`src/rtl/sipo_pkg.sv`:
```
package sipo_pkg;
   typedef enum logic {
      SHIFT_UP   = 1'b0,
      SHIFT_DOWN = 1'b1
   } shift_dir_e;

   localparam int unsigned SYNC_IDX_CLK  = 0;
   localparam int unsigned SYNC_IDX_DATA = 1;
   localparam int unsigned SYNC_IDX_LE   = 2;
   localparam int unsigned SYNC_LANES    = 3;
endpackage

```
`src/rtl/sipo_input_sync.sv`:
```
module sipo_input_sync #(
   parameter int unsigned STAGES = 2,
   parameter int unsigned LANES  = 3
) (
   input  logic             clk,
   input  logic             rst_n,
   input  logic [LANES-1:0] async_in,
   output logic [LANES-1:0] sync_out
);
   if (STAGES < 1) begin : g_bad_stages
      $error("sipo_input_sync: STAGES must be at least 1");
   end

   logic [LANES-1:0] pipe [STAGES];

   for (genvar s = 0; s < STAGES; s++) begin : g_stage
      if (s == 0) begin : g_first
         always_ff @(posedge clk or negedge rst_n) begin
            if (!rst_n) pipe[s] <= '0;
            else        pipe[s] <= async_in;
         end
      end else begin : g_next
         always_ff @(posedge clk or negedge rst_n) begin
            if (!rst_n) pipe[s] <= '0;
            else        pipe[s] <= pipe[s-1];
         end
      end
   end

   assign sync_out = pipe[STAGES-1];
endmodule

```
`src/rtl/sipo_fall_detect.sv`:
```
module sipo_fall_detect (
   input  logic clk,
   input  logic rst_n,
   input  logic level,
   output logic fall
);
   logic level_d;

   always_ff @(posedge clk or negedge rst_n) begin
      if (!rst_n) level_d <= 1'b0;
      else        level_d <= level;
   end

   assign fall = level_d & ~level;
endmodule

```
`src/rtl/sipo_shift_core.sv`:
```
module sipo_shift_core
   import sipo_pkg::*;
#(
   parameter int unsigned WIDTH = 32,
   parameter shift_dir_e  DIR   = SHIFT_UP
) (
   input  logic             clk,
   input  logic             rst_n,
   input  logic             step,
   input  logic             din,
   output logic [WIDTH-1:0] bits,
   output logic             dout
);
   if (WIDTH < 2) begin : g_bad_width
      $error("sipo_shift_core: WIDTH must be at least 2");
   end

   logic [WIDTH-1:0] bits_nxt;

   if (DIR == SHIFT_UP) begin : g_up
      assign bits_nxt = {bits[WIDTH-2:0], din};
      assign dout     = bits[WIDTH-1];
   end else begin : g_down
      assign bits_nxt = {din, bits[WIDTH-1:1]};
      assign dout     = bits[0];
   end

   always_ff @(posedge clk or negedge rst_n) begin
      if (!rst_n)    bits <= '0;
      else if (step) bits <= bits_nxt;
   end

   // no movement without a detected falling edge
   a_r2_hold_without_edge: assert property (
      @(posedge clk) disable iff (!rst_n) !step |=> $stable(bits));
endmodule

```
`src/rtl/sipo_hold_latch.sv`:
```
module sipo_hold_latch #(
   parameter int unsigned WIDTH = 32
) (
   input  logic             clk,
   input  logic             rst_n,
   input  logic             open,
   input  logic [WIDTH-1:0] d,
   output logic [WIDTH-1:0] q
);
   logic [WIDTH-1:0] held;

   always_ff @(posedge clk or negedge rst_n) begin
      if (!rst_n)    held <= '0;
      else if (open) held <= d;
   end

   assign q = open ? d : held;

   // a closed holding stage keeps its contents
   a_r6_closed_holds: assert property (
      @(posedge clk) disable iff (!rst_n) !open |=> $stable(held));
endmodule

```
`src/rtl/sipo_out_cond.sv`:
```
module sipo_out_cond #(
   parameter int unsigned WIDTH = 32
) (
   input  logic [WIDTH-1:0] data,
   input  logic             blank,
   input  logic             polarity,
   output logic [WIDTH-1:0] drive
);
   logic [WIDTH-1:0] oriented;

   assign oriented = polarity ? data : ~data;
   assign drive    = blank ? '0 : oriented;
endmodule

```
`src/rtl/sipo_latched_driver.sv`:
```
module sipo_latched_driver
   import sipo_pkg::*;
#(
   parameter int unsigned WIDTH       = 32,
   parameter int unsigned SYNC_STAGES = 2,
   parameter shift_dir_e  DIR         = SHIFT_UP
) (
   input  logic             clk,
   input  logic             rst_n,
   input  logic             shift_clk,
   input  logic             ser_in,
   input  logic             latch_en,
   input  logic             blank,
   input  logic             polarity,
   output logic [WIDTH-1:0] par_out,
   output logic             ser_out
);
   localparam int unsigned FEED_IDX = (DIR == SHIFT_UP) ? WIDTH - 2 : 1;

   logic [SYNC_LANES-1:0] raw_in;
   logic [SYNC_LANES-1:0] synced;
   logic                  shift_step;
   logic [WIDTH-1:0]      shreg;
   logic [WIDTH-1:0]      latched;

   assign raw_in[SYNC_IDX_CLK]  = shift_clk;
   assign raw_in[SYNC_IDX_DATA] = ser_in;
   assign raw_in[SYNC_IDX_LE]   = latch_en;

   sipo_input_sync #(.STAGES(SYNC_STAGES), .LANES(SYNC_LANES)) u_sync (
      .clk      (clk),
      .rst_n    (rst_n),
      .async_in (raw_in),
      .sync_out (synced)
   );

   sipo_fall_detect u_edge (
      .clk   (clk),
      .rst_n (rst_n),
      .level (synced[SYNC_IDX_CLK]),
      .fall  (shift_step)
   );

   sipo_shift_core #(.WIDTH(WIDTH), .DIR(DIR)) u_core (
      .clk   (clk),
      .rst_n (rst_n),
      .step  (shift_step),
      .din   (synced[SYNC_IDX_DATA]),
      .bits  (shreg),
      .dout  (ser_out)
   );

   sipo_hold_latch #(.WIDTH(WIDTH)) u_hold (
      .clk   (clk),
      .rst_n (rst_n),
      .open  (synced[SYNC_IDX_LE]),
      .d     (shreg),
      .q     (latched)
   );

   sipo_out_cond #(.WIDTH(WIDTH)) u_cond (
      .data     (latched),
      .blank    (blank),
      .polarity (polarity),
      .drive    (par_out)
   );

   // open holding stage shows the register on the pins (true polarity)
   a_r5_transparent: assert property (
      @(posedge clk) disable iff (!rst_n)
      (synced[SYNC_IDX_LE] && !blank && polarity) |-> par_out == shreg);

   // blanking overrides everything
   a_r7_blank_zero: assert property (
      @(posedge clk) disable iff (!rst_n) blank |-> par_out == '0);

   // inverted presentation of held data
   a_r8_inverted: assert property (
      @(posedge clk) disable iff (!rst_n)
      (!blank && !polarity) |-> par_out == ~latched);

   // cascade output takes the neighbouring stage after a shift
   a_r9_cascade_follows: assert property (
      @(posedge clk) disable iff (!rst_n)
      shift_step |=> ser_out == $past(shreg[FEED_IDX]));
endmodule

```
`config.mk`:
```
export PLATFORM = sky130hd
export DESIGN_NAME = sipo_latched_driver
export DESIGN_NICKNAME = d
export VERILOG_FILES = /design/src/rtl/sipo_pkg.sv /design/src/rtl/sipo_input_sync.sv /design/src/rtl/sipo_fall_detect.sv /design/src/rtl/sipo_shift_core.sv /design/src/rtl/sipo_hold_latch.sv /design/src/rtl/sipo_out_cond.sv /design/src/rtl/sipo_latched_driver.sv
export SDC_FILE = /design/constraint.sdc
export NUM_CORES = 1
export LEC_CHECK = 0
export BUFFER_PORTS_ARGS = -buffer_cell sky130_fd_sc_hd__clkbuf_2
export CAP_MARGIN = 20
export CORE_MARGIN = 1
export CORE_UTILIZATION = 40
export CTS_CLUSTER_SIZE = 12
export DETAILED_ROUTE_END_ITERATION = 10
export GPL_TIMING_DRIVEN = 1
export PLACE_DENSITY = 0.65
export SLEW_MARGIN = 25
export SYNTH_ARGS = -nofsm -noshare
export SYNTH_HDL_FRONTEND = slang
export SYNTH_SLANG_ARGS = --single-unit
export TNS_END_PERCENT = 50
```
`constraint.sdc`:
```
create_clock -name clk -period 3.5 [get_ports clk]
set_input_delay 0.175 -clock clk [delete_from_list [all_inputs] [get_ports clk]]
set_output_delay 0.175 -clock clk [all_outputs]
set_load 0.01 [all_outputs]
```
# Word-level counts from Yosys, hierarchy flattened

Cells that the tools add are included.

Register bits: 71
Output and inout port bits: 33
Input port bits: 7

Mux-type cells: 3
Bitwise operators: 3

Operator list:

| kind               | number |
|---|---|
| two-way mux 32 bit | 3 |
| inverter 32 bit    | 1 |
| bitwise AND 1 bit  | 1 |
| inverter 1 bit     | 1 |

# Longest topological paths before layout

Word-level depth: 4
Depth in mapped cells: 4

# Cells and area by module

Synthesis repeated with hierarchy kept, for this count alone.

Cell total of the unflattened synthesis: 219
Area, all modules: 3377.0 µm²

By module, submodules not included:

| module           | cells an instance | seq. area each (µm²) | instances | area each (µm²) |
|---|---|---|---|---|
| sipo_shift_core  | 69                | 800.8                | 1         | 1352.5 |
| sipo_hold_latch  | 68                | 800.8                | 1         | 1345.0 |
| sipo_out_cond    | 71                | 0.0                  | 1         | 467.9 |
| sipo_input_sync  | 9                 | 150.1                | 1         | 172.7 |
| sipo_fall_detect | 2                 | 25.0                 | 1         | 38.8 |

# Worst setup path after synthesis

OpenSTA, ideal clock, no wires.

Path kind: reg2out
Start point: register u_sync.pipe (netlist bit u_sync.sync_out[2])
End point: output port par_out[0]
Data required time: 3325 ps
Path slack: 2157 ps
Path buffers: 2
Stages on the path, launching flop included: 5
Data arrival time: 1168 ps
Path through: dfrtp_1 > buf_6 > buf_12 > mux2_4 > mux2i_1

Word-level cells in the longest chain between the ends: 4

Ends and longest elaborated chain:

| element                         | line                      | RTL |
|---|---|---|
| start, declared                 | sipo_input_sync.sv:14     | `logic [LANES-1:0] pipe [STAGES];` |
| start signal, assigned by index | sipo_input_sync.sv:25     | `else pipe[s] <= pipe[s-1];` |
| two-way mux 32 bit *            | n/a                       |  |
| net latched[0]                  | sipo_latched_driver.sv:24 | `logic [WIDTH-1:0] latched;` |
| inverter 32 bit                 | sipo_out_cond.sv:11       | `assign oriented = polarity ? data : ~data;` |
| two-way mux 32 bit *            | sipo_out_cond.sv:11       |  |
| two-way mux 32 bit *            | sipo_out_cond.sv:12       | `assign drive = blank ? '0 : oriented;` |
| end, declared                   | sipo_latched_driver.sv:15 | `output logic [WIDTH-1:0] par_out,` |

Mark *: on every way through the listed nets, which the timed path passes. The rest lies on a longest branch.

# Worst setup path in the final report

Start point: register u_sync.pipe (netlist bit u_sync.sync_out[2])
End point: output port par_out[31]

Same word-level chain as after synthesis.

==> flow_summary.ini <==
[global_routing]
track_usage = 0.132
grt_max_degree = 33
grt_first_pass_wirelength_um = 7610
grt_pass1_vias = 1529
gr-usage-met3 = 0.0475
top_usage_layer = met2
met1_usage = 0.167
gr-usage-met2 = 0.201
grt_overflow_total = 0
antenna_found_initial = 0

[timing]
max_freq_ghz = 0.434
final-setup-viol-count = 0
skew_ns = 0.0124
hold_viol = 0
tns_ns = 0
drv_slew = 0
min_period_ns = 2.31
post-route-period-util = 0.659
rsz0062_at_grt = false
worst_slack_ns = 1.19
slew_headroom = 0.324
worst_slew_pin_slew_ns = 1.01

[logic_synthesis]
synth_mux_area_frac = 0.375
yosys.area_share.adder = 0
ys_seq_elements = 71
yosysSeqAreaShare = 0.578
synthCells = 185
synth-xor-area-share = 0
yosys_warnings = 0
synth_cell_types = 14
synth_compound_area_frac = 0
synth_top_family_by_area = multiplexers
syn_nets = 192
synthSimpleGateAreaFrac = 0.00610
syn_avg_cell_area_um2 = 16.6
syn_area_um2 = 3080

[floorplanning]
die_width_um = 89.7
die-area_um2 = 8040
core_um2 = 7330
fp.dieH_um = 89.7
rows = 31
io_pins = 40
start_util = 0.420

[routing]
drtIter0Drc = 19
drc = 0
drtPass1Iterations = 3
drt_wl_total_um = 4900
routedWlPerCell_um = 14.8
num_vias = 1540
viasPerCell = 4.65
final_antenna_net_count = 0

[finish]
instances_no_fill = 331
antennaDiodeCount = 0
fin_nets = 234
final_common_cell = dfrtp_1
most-common-layout-cells = 70 x dfrtp_1, 38 x clkbuf_2, 32 x mux2i_1, 32 x mux2_2, 30 x mux2_4
drive_gt1_frac = 0.526
area_growth_pct = 14.7

[power]
p_leak_nw = 1.75
p_clk_frac = 0.295
intPower_mw = 1.56
ir_drop_uv = 212
p_comb_frac = 0.200
switchingPower_mw = 0.550
seqPwrFrac = 0.505
powerDensity_nw_per_um2 = 599
switching_share = 0.260

[critical_path]
cp_data_arrival_time_ns = 2.13
critPathRequiredTime_ns = 3.32
cp_max_fo = 32
critPathBufInv = 1
reg2reg_slack_ns = 1.85
path_cells = mux2_2, mux2i_1, clkbuf_2
path_delay_family = flip-flops
worstSetupStartpointType = register
critical_path_class = reg -> out
max_stage_delay_ns = 1.03
crit_slowest_cell = dfrtp_2
cp-end-kind = output pin

[placement]
placed_cells = 311
pre_cts_ws_ns = 1.54
gp_congestion = 0.631
io_buffers = 39
hpwl_um = 2930

[clock_tree]
clkLatencyLatePin_ns = 0.35
cts_tree = yes
post_cts_resized = 0
clock_path_buffers = 2
root_buffer = clkbuf_8
cts_sinks = 71
clk_pin_slew_ns = 0.07
postCtsSetupRepairBufs = 0
h-tree-depth = 3
cts_buffers = 9

[min_path]
hold_class = reg -> reg

[run_status]
outcome = completed

[job]
drv_cap = 0
-- routing by layer --
layer  up-vias  wire (um)
li1        731          -
met1       768       2360
met2        34       2260
met3         7        197
met4         0         87
met5         -          0
-- cells in the mapped netlist --
cell,n,area share
buf_2,1,0.0016
mux2_1,2,0.0073
mux2i_1,32,0.10
nor2b_1,1,0.0020
nand2b_1,1,0.0020
dfrtp_1,71,0.58
or2_2,1,0.0020
mux2_4,30,0.15
buf_4,3,0.0073
mux2_2,32,0.12
clkbuf_2,1,0.0016
buf_6,1,0.0037
buf_12,3,0.020
clkbuf_1,6,0.0073
-- sequential cells by signal (all words and copies together) (netlist names) --
register and flops:
u_sync.pipe 3, u_hold.held 32, u_sync.sync_out 3, u_core.bits 32
u_edge.level_d 1
-- final timing paths --
| check | startpoint | end | cells past startpoint |
|---|---|---|---|
| min in group asynchronous | rst_n | u_hold.held[9] | 2 |
| max in group asynchronous | rst_n | u_core.bits[1] | 3 |
| setup / recovery | u_sync.sync_out[2] | par_out[31] | 3 |
| hold / removal | u_sync.pipe[5] | u_sync.sync_out[2] | 0 |
| hold reg to reg | u_sync.pipe[5] | u_sync.sync_out[2] | 0 |
| setup reg to reg | u_sync.sync_out[0] | u_core.bits[29] | 2 |
-- power groups by stage --
stage / Sequential, mW / Combinational, mW / Clock (mW)
after floorplan: 1.05 / 0.346 / 0
after global placement: 1.08 / 0.421 / 0
after detailed placement: 1.08 / 0.425 / 0
after CTS: 1.07 / 0.433 / 0.646
after global routing: 1.09 / 0.463 / 0.682
final: 1.07 / 0.423 / 0.623
-- area by class of cell --
type,count,area (um2)
Fill cell,655,3800
Sequential cell,71,1780
Multi-Input combinational cell,99,1180
Timing Repair Buffer,46,258
Clock buffer,10,128
Tap cell,99,124
Clock inverter,6,61.3
-- timing repair --
action                                  4_1_cts  5_1_grt
endpoints found under the hold margin        28        0
hold buffers                                  4        0
endpoints found under the setup margin        0        0
-- metrics by stage --
step	instance area (um2)	hold WS, ns	util	total power [mW]
after floorplan	3080	-0.121	-	1.39
after global placement	3300	0.231	0.450	1.50
after detailed placement	3300	0.231	0.450	1.51
after CTS	3530	0.358	0.481	2.15
after global routing	3530	0.380	0.481	2.23
final	3530	0.358	0.481	2.11
-- cell families after synthesis --
family	count (synthesis)
muxes	96
DFF	71
buffers and inverters	15
and+or+nand+nor	3
(Power assumes the default switching activity.)
